## config.mk

```make
export PLATFORM = sky130hd
export DESIGN_NAME = dpnan_unit
export DESIGN_NICKNAME = d
export VERILOG_FILES = /design/src/rtl/dpnan_pkg.sv /design/src/rtl/dpnan_classify.sv /design/src/rtl/dpnan_quiet.sv /design/src/rtl/dpnan_pick.sv /design/src/rtl/dpnan_unit.sv
export SDC_FILE = /design/constraint.sdc
export NUM_CORES = 1
export LEC_CHECK = 0
export ABC_AREA = 1
export CAP_MARGIN = 20
export CORE_MARGIN = 5
export CORE_UTILIZATION = 43
export CTS_CLUSTER_DIAMETER = 80
export CTS_CLUSTER_SIZE = 14
export DETAILED_ROUTE_END_ITERATION = 10
export PLACE_DENSITY = 0.81
export SKIP_LAST_GASP = 1
export SYNTH_ARGS = -nofsm -noshare
export SYNTH_HDL_FRONTEND = slang
export SYNTH_SLANG_ARGS = --single-unit
```

## constraint.sdc

```tcl
create_clock -name clk -period 0.8 [get_ports clk]
set_input_delay 0.16 -clock clk [delete_from_list [all_inputs] [get_ports clk]]
set_output_delay 0.16 -clock clk [all_outputs]
set_load 0.02 [all_outputs]
```

## src/rtl/dpnan_pkg.sv

```systemverilog
package dpnan_pkg;
  typedef enum logic {
    NAN_ENC_LEGACY = 1'b0,
    NAN_ENC_2008   = 1'b1
  } nan_enc_e;
endpackage

```

## src/rtl/dpnan_classify.sv

```systemverilog
module dpnan_classify #(
  parameter int EXP_W  = 11,
  parameter int FRAC_W = 52,
  localparam int WORD_W = 1 + EXP_W + FRAC_W
) (
  input  logic              enc_sel,
  input  logic [WORD_W-1:0] word,
  output logic              is_nan,
  output logic              is_snan
);
  logic [EXP_W-1:0]  expo;
  logic [FRAC_W-1:0] frac;
  logic              top_bit;

  always_comb begin
    expo    = word[WORD_W-2:FRAC_W];
    frac    = word[FRAC_W-1:0];
    top_bit = frac[FRAC_W-1];
    is_nan  = (&expo) && (|frac);
    is_snan = is_nan && (top_bit ^ enc_sel);
  end
endmodule

```

## src/rtl/dpnan_quiet.sv

```systemverilog
module dpnan_quiet #(
  parameter int EXP_W  = 11,
  parameter int FRAC_W = 52,
  localparam int WORD_W = 1 + EXP_W + FRAC_W
) (
  input  logic              enc_sel,
  input  logic [WORD_W-1:0] word,
  input  logic              is_snan,
  output logic [WORD_W-1:0] res,
  output logic              raise_inv
);
  localparam logic [FRAC_W-1:0] QMASK   = FRAC_W'(1) << (FRAC_W - 1);
  localparam logic [FRAC_W-1:0] REPAIR  = FRAC_W'(1) << (FRAC_W - 2);

  logic [FRAC_W-1:0] frac_in;
  logic [FRAC_W-1:0] frac_clr;
  logic [FRAC_W-1:0] frac_out;

  always_comb begin
    frac_in  = word[FRAC_W-1:0];
    frac_clr = frac_in & ~QMASK;
    frac_out = frac_in;
    if (is_snan) begin
      if (enc_sel == dpnan_pkg::NAN_ENC_2008) begin
        frac_out = frac_in | QMASK;
      end else if (frac_clr == '0) begin
        frac_out = REPAIR;
      end else begin
        frac_out = frac_clr;
      end
    end
    res       = {word[WORD_W-1:FRAC_W], frac_out};
    raise_inv = is_snan;
  end
endmodule

```

## src/rtl/dpnan_pick.sv

```systemverilog
module dpnan_pick #(
  parameter int EXP_W  = 11,
  parameter int FRAC_W = 52,
  localparam int WORD_W = 1 + EXP_W + FRAC_W
) (
  input  logic [WORD_W-1:0] cand_a,
  input  logic [WORD_W-1:0] cand_b,
  output logic [WORD_W-1:0] chosen
);
  always_comb begin
    if (cand_a[FRAC_W-1:0] > cand_b[FRAC_W-1:0]) chosen = cand_a;
    else                                         chosen = cand_b;
  end
endmodule

```

## src/rtl/dpnan_unit.sv

```systemverilog
module dpnan_unit #(
  parameter int EXP_W  = 11,
  parameter int FRAC_W = 52,
  localparam int WORD_W = 1 + EXP_W + FRAC_W
) (
  input  logic              clk,
  input  logic              rst_n,
  input  logic              enc_2008,
  input  logic [WORD_W-1:0] op_a,
  input  logic [WORD_W-1:0] op_b,
  output logic              a_is_nan,
  output logic              a_is_snan,
  output logic [WORD_W-1:0] quiet_res,
  output logic              invalid,
  output logic [WORD_W-1:0] pick_res
);
  logic              nan_d, snan_d, inv_d;
  logic [WORD_W-1:0] quiet_d, pick_d;

  dpnan_classify #(.EXP_W(EXP_W), .FRAC_W(FRAC_W)) u_cls (
    .enc_sel (enc_2008),
    .word    (op_a),
    .is_nan  (nan_d),
    .is_snan (snan_d)
  );

  dpnan_quiet #(.EXP_W(EXP_W), .FRAC_W(FRAC_W)) u_qt (
    .enc_sel   (enc_2008),
    .word      (op_a),
    .is_snan   (snan_d),
    .res       (quiet_d),
    .raise_inv (inv_d)
  );

  dpnan_pick #(.EXP_W(EXP_W), .FRAC_W(FRAC_W)) u_pk (
    .cand_a (op_a),
    .cand_b (op_b),
    .chosen (pick_d)
  );

  always_ff @(posedge clk or negedge rst_n) begin
    if (!rst_n) begin
      a_is_nan  <= 1'b0;
      a_is_snan <= 1'b0;
      quiet_res <= '0;
      invalid   <= 1'b0;
      pick_res  <= '0;
    end else begin
      a_is_nan  <= nan_d;
      a_is_snan <= snan_d;
      quiet_res <= quiet_d;
      invalid   <= inv_d;
      pick_res  <= pick_d;
    end
  end
endmodule

```

# Yosys cells after proc, flatten, opt, wreduce, memory -nomap -nowiden
# Index checks and enable logic that the tools add are counted.
# totals
regBits	130
in_bits	131
elab_cells	15
# op_classes
magnitude_cmp	1
mux	4
bitwise_logic	1
reduce_logical	5
# op_table
cell	n
52-bit 2-to-1 mux	2
64-bit 2-to-1 mux	1
52-bit greater-than comparator	1
52-bit zero test	1
52-bit OR reduction	1
51-bit 2-to-1 mux	1
11-bit AND reduction	1
1-bit logical AND	2
1-bit bitwise XOR	1

# Logic depth before layout (Yosys ltp)
# depth
depth_word	4
mapped_depth	16
ltp_nobuf	15

# By module
# Synthesis repeated with hierarchy kept, for this count alone.
# unflattened
cells_unflattened	766
hier_area_um2	6869.1
# modules_own_cells
module	instances	cells_per_inst	area_each_um2
dpnan_unit	1	131	3278.1
dpnan_pick	1	459	2844.0
dpnan_quiet	1	118	498.0
dpnan_classify	1	58	249.0

# Worst setup path after synthesis
# OpenSTA, ideal clock, no wires.
# synth_timing
path_type	input to register
from	in op_b[39]
to	reg pick_res[53]
setup_ns	0.116
arrival_time_ns	1.502
required_ns	0.684
path_slack_ns	-0.819
stages	11
n_path_buf	2
cell_sequence	inv_1 -> ha_1 -> a21o_1 -> o21ai_1 -> nand2_1 -> a21oi_1 -> nand3_4 -> buf_12 -> buf_8 -> nand3_2 -> nand2_1
# synth_via
elab_chain_cells	2
# synth_rtl
item	line_no	text
start, declared	dpnan_unit.sv:10	input logic [WORD_W-1:0] op_b,
52-bit greater-than comparator	dpnan_pick.sv:11	if (cand_a[FRAC_W-1:0] > cand_b[FRAC_W-1:0]) chosen = cand_a;
64-bit 2-to-1 mux	dpnan_pick.sv:11	
via pick_d[53]	dpnan_unit.sv:18	logic [WORD_W-1:0] quiet_d, pick_d;
end signal, assigned	dpnan_unit.sv:53	pick_res <= pick_d;
end, declared	dpnan_unit.sv:15	output logic [WORD_W-1:0] pick_res
# The timed path passes the listed nets, and every way through them passes these cells.

# Final worst setup path
# layout_timing
from	in op_b[49]
to	reg pick_res[26]
# Same word-level chain as after synthesis.

==> impl_metrics.prom <==
# TYPE chip_impl_metric gauge
chip_impl_metric{name="tritoncts.num_buffers",unit=""} 17
chip_impl_metric{name="period_share",unit=""} 2.27
chip_impl_metric{name="clk_pin_slew",unit="ns"} 0.06
chip_impl_metric{name="clock_tree.buffer_depth",unit=""} 2
chip_impl_metric{name="layout.cells.non_filler",unit=""} 1301
chip_impl_metric{name="clock_sink_count",unit=""} 130
chip_impl_metric{name="initial_utilization",unit=""} 0.432
chip_impl_info{name="critical_path.cell_chain",value="buf_8 -> inv_4 -> ha_4 -> nand4_1 -> nor2_4 -> nand4_1 -> nor2_4 -> nand2_4 -> nand3_4 -> buf_12 -> nand2_8 -> buf_12 -> buf_12 -> nand2_1 -> nand2_1"} 1
chip_impl_metric{name="worst_hold_slack",unit="ns"} -0.0142
chip_impl_metric{name="postSynth.asyncResetShare",unit=""} 1.00
chip_impl_metric{name="switching_share",unit=""} 0.320
chip_impl_metric{name="floorplan.die.width",unit="um"} 130
chip_impl_metric{name="ant_nets",unit=""} 0
chip_impl_metric{name="synth.yosys.warnings",unit=""} 0
chip_impl_metric{name="dieArea",unit="um^2"} 16900
chip_impl_metric{name="p_comb_frac",unit=""} 0.346
chip_impl_metric{name="final_critical_path_setup_slack",unit="ns"} -1.02
chip_impl_metric{name="grt_usage",unit=""} 0.312
chip_impl_metric{name="power_leakage",unit="nW"} 6.36
chip_impl_metric{name="ys_seq_elements",unit=""} 130
chip_impl_metric{name="post_synth_num_cell_types",unit=""} 30
chip_impl_metric{name="io_pins",unit=""} 262
chip_impl_info{name="cts-root-buf",value="clkbuf_16"} 1
chip_impl_metric{name="post_drt_wl_per_cell",unit="um"} 24.7
chip_impl_metric{name="crit_arrival",unit="ns"} 2.11
chip_impl_metric{name="worst_ir_drop_vdd",unit="mV"} 1.72
chip_impl_metric{name="path_buf_inv",unit=""} 5
chip_impl_metric{name="mappedNetlistNets",unit=""} 867
chip_impl_info{name="violations_in_the_final_reports",value="hold timing, setup timing"} 1
chip_impl_metric{name="net-switching-power",unit="mW"} 7.38
chip_impl_metric{name="design_power_total",unit="mW"} 23.1
chip_impl_info{name="critical-path-slowest-cell",value="ha_4"} 1
chip_impl_metric{name="antenna_violations_before_repair",unit=""} 5
chip_impl_metric{name="pd_cells",unit="nW/um^2"} 1760
chip_impl_metric{name="timing.slew.headroom",unit=""} 0.792
chip_impl_metric{name="drc_errors",unit=""} 0
chip_impl_metric{name="clkPwrFrac",unit=""} 0.328
chip_impl_info{name="critPathMostFrequentCell",value="buf_12"} 1
chip_impl_metric{name="syn_area_per_cell",unit="um^2"} 9.08
chip_impl_metric{name="via_count_of_the_first_global_routing_pass",unit=""} 7167
chip_impl_metric{name="critical_path.max_stage_delay",unit="ns"} 0.28
chip_impl_metric{name="p_int",unit="mW"} 15.7
chip_impl_metric{name="core_area",unit="um^2"} 14400
chip_impl_metric{name="hold_viol",unit=""} 1
chip_impl_metric{name="synthCells",unit=""} 684
chip_impl_metric{name="worstPathMaxFanout",unit=""} 8
chip_impl_metric{name="port_buffers",unit=""} 261
chip_impl_metric{name="cap_viol_max_count",unit=""} 0
chip_impl_metric{name="synth_enable_flop_cells",unit=""} 0
chip_impl_metric{name="worst_pin_slew",unit="ns"} 0.312
chip_impl_metric{name="floorplan.rows",unit=""} 44
chip_impl_metric{name="final_core_utilization",unit=""} 0.915
chip_impl_metric{name="finalSetupViolations",unit=""} 199
chip_impl_metric{name="drt_first_pass_iters",unit=""} 5
chip_impl_metric{name="detailed_place_hpwl",unit="mm"} 14.9
chip_impl_metric{name="achievable-frequency",unit="GHz"} 0.551
chip_impl_info{name="tritoncts_clock_tree",value="yes"} 1
chip_impl_metric{name="routed_wirelength",unit="mm"} 32.1
chip_impl_metric{name="synth.yosys.seq_area_share",unit=""} 0.524
chip_impl_info{name="ys.flop_type",value="dfrtp_1"} 1
chip_impl_metric{name="final_max_slew_viol_count",unit=""} 0
chip_impl_info{name="critPathCaptureType",value="register"} 1
chip_impl_metric{name="detail_route.iter0.violations",unit=""} 556
chip_impl_metric{name="number_of_nets_in_the_layout",unit=""} 1281
chip_impl_metric{name="htreeDepth",unit=""} 4
chip_impl_info{name="start_kind",value="primary input"} 1
chip_impl_info{name="hold_path_class",value="in2reg"} 1
chip_impl_metric{name="num_vias",unit=""} 7101
chip_impl_info{name="critPathTopFamily",value="simple AND/OR/NAND/NOR gates"} 1
chip_impl_metric{name="largest_net_degree_at_the_start_of_global_routing",unit=""} 56
chip_impl_info{name="setup_repair_after_global_routing_missed_its_margin",value="true"} 1
chip_impl_metric{name="share_of_post_route_cells_with_drive_strength_above_1",unit=""} 0.616
chip_impl_metric{name="timing.critical_path.required",unit="ns"} 1.10
chip_impl_info{name="timing.setup.critical_path_class",value="in2reg"} 1
chip_impl_metric{name="die-height",unit="um"} 130
chip_impl_metric{name="pwr-share-seq",unit=""} 0.326
chip_impl_metric{name="grt-ovfl-total",unit=""} 0
chip_impl_metric{name="global_route_wire_length_before_repair",unit="mm"} 39.3
chip_impl_metric{name="finalWorstPathRequiredPeriod",unit="ns"} 1.82
chip_impl_metric{name="gpl.final_weighted_congestion",unit=""} 0.847
chip_impl_metric{name="netlist_area",unit="um^2"} 6210
chip_impl_metric{name="viasPerCell",unit=""} 5.46
chip_impl_metric{name="syn2layout_area_growth",unit="%"} 112
chip_impl_info{name="outcome",value="finished with violations"} 1
chip_impl_metric{name="placed_cells",unit=""} 1146
-- final timing paths --
kind | startpoint | to | slack, ns | depth (start not counted)
max | op_b[49] | pick_res[26] | -1.02 | 15
min | op_b[12] | pick_res[12] | -0.01 | 3
max in group asynchronous | rst_n | quiet_res[15] | 0.19 | 3
min in group asynchronous | rst_n | pick_res[47] | 0.10 | 2
-- Yosys cell counts, types with 7 or more instances --
cell type	count	area (um^2)
nand2_1	196	736
dfrtp_1	130	3250
inv_1	79	297
nand3_1	61	305
ha_1	52	651
clkbuf_1	50	188
nor2_1	23	86.3
a21oi_1	22	110
buf_6	12	135
nand3_2	11	110
nor4_1	8	50.1
nand4_1	7	43.8
-- layer usage --
layer	up-vias	wire [um]	GRT usage
li1	2985	-	-
met1	3445	10600	0.334
met2	500	16600	0.555
met3	171	2740	0.102
met4	0	2230	0.149
met5	-	0	0
-- power by group through the flow --
stage | clock network, mW | logic, mW | registers (mW)
after floorplan | 0 | 1.39 | 8.24
after global placement | 0 | 4.96 | 7.45
after global routing | 7.86 | 8.33 | 7.57
after detailed placement | 0 | 5.05 | 7.47
after CTS | 7.44 | 6.74 | 7.49
final | 7.59 | 7.99 | 7.53
-- cell type report --
cell class	instances	area (um^2)
repair buffers	466	4970
multi-input cells	404	3790
flip-flops and latches	130	3250
fillers	523	1220
clock buffers	22	474
inverters	79	334
well taps	184	230
clock inverters	10	83.8
diodes	6	15.0
-- state kept, by name (all words and copies together), names as in the netlist --
| name | flops |
|---|---|
| a_is_nan | 1 |
| quiet_res | 64 |
| pick_res | 64 |
| a_is_snan | 1 |
-- per-stage QoR --
step                setup WS [ns]  instance area (um^2)  TNS (ns)  hold WS [ns]
detailed placement          -1.68                  9570   -149.22       -0.0277
floorplan                  -0.772                  6360    -49.72        -0.136
finish                      -1.02                 13200   -102.44       -0.0142
global placement            -1.64                  9570   -146.30       -0.0293
CTS                        -0.890                 12000    -95.55       -0.0403
global route                -1.04                 13100   -106.42     -0.000620
-- what timing repair did --
item	CTS	global route
endpoints found under the setup margin	199	199
buffers inserted	29	20
endpoints found under the hold margin	166	24
hold buffers	36	24
gates cloned	14	4
gates resized for setup	1293	306
pin swaps	107	90
-- layout by cell type (no fill, tap or decap), types with 20 or more instances in the layout --
cell type	instances
inv_2	36
ha_4	47
dfrtp_1	130
nand3_1	28
nand2_2	65
nand2_4	25
clkbuf_16	21
dlygate4sd3_1	60
inv_1	33
buf_6	201
buf_4	76
clkbuf_2	20
nand2_1	107
nand3_2	35
clkdlybuf4s50_1	25
buf_2	34
-- logic make-up (layout without fill, tap and decap cells) --
kind of cell	Yosys count	count (layout)	share of synthesized area
and+or+nand+nor	320	320	0.232
other	0	6	0
AOI/OAI and AO/OA	32	32	0.0282
buffers and inverters	150	577	0.111
DFF	130	130	0.524
adders and majority gates	52	52	0.105
(Power assumes the default switching activity.)
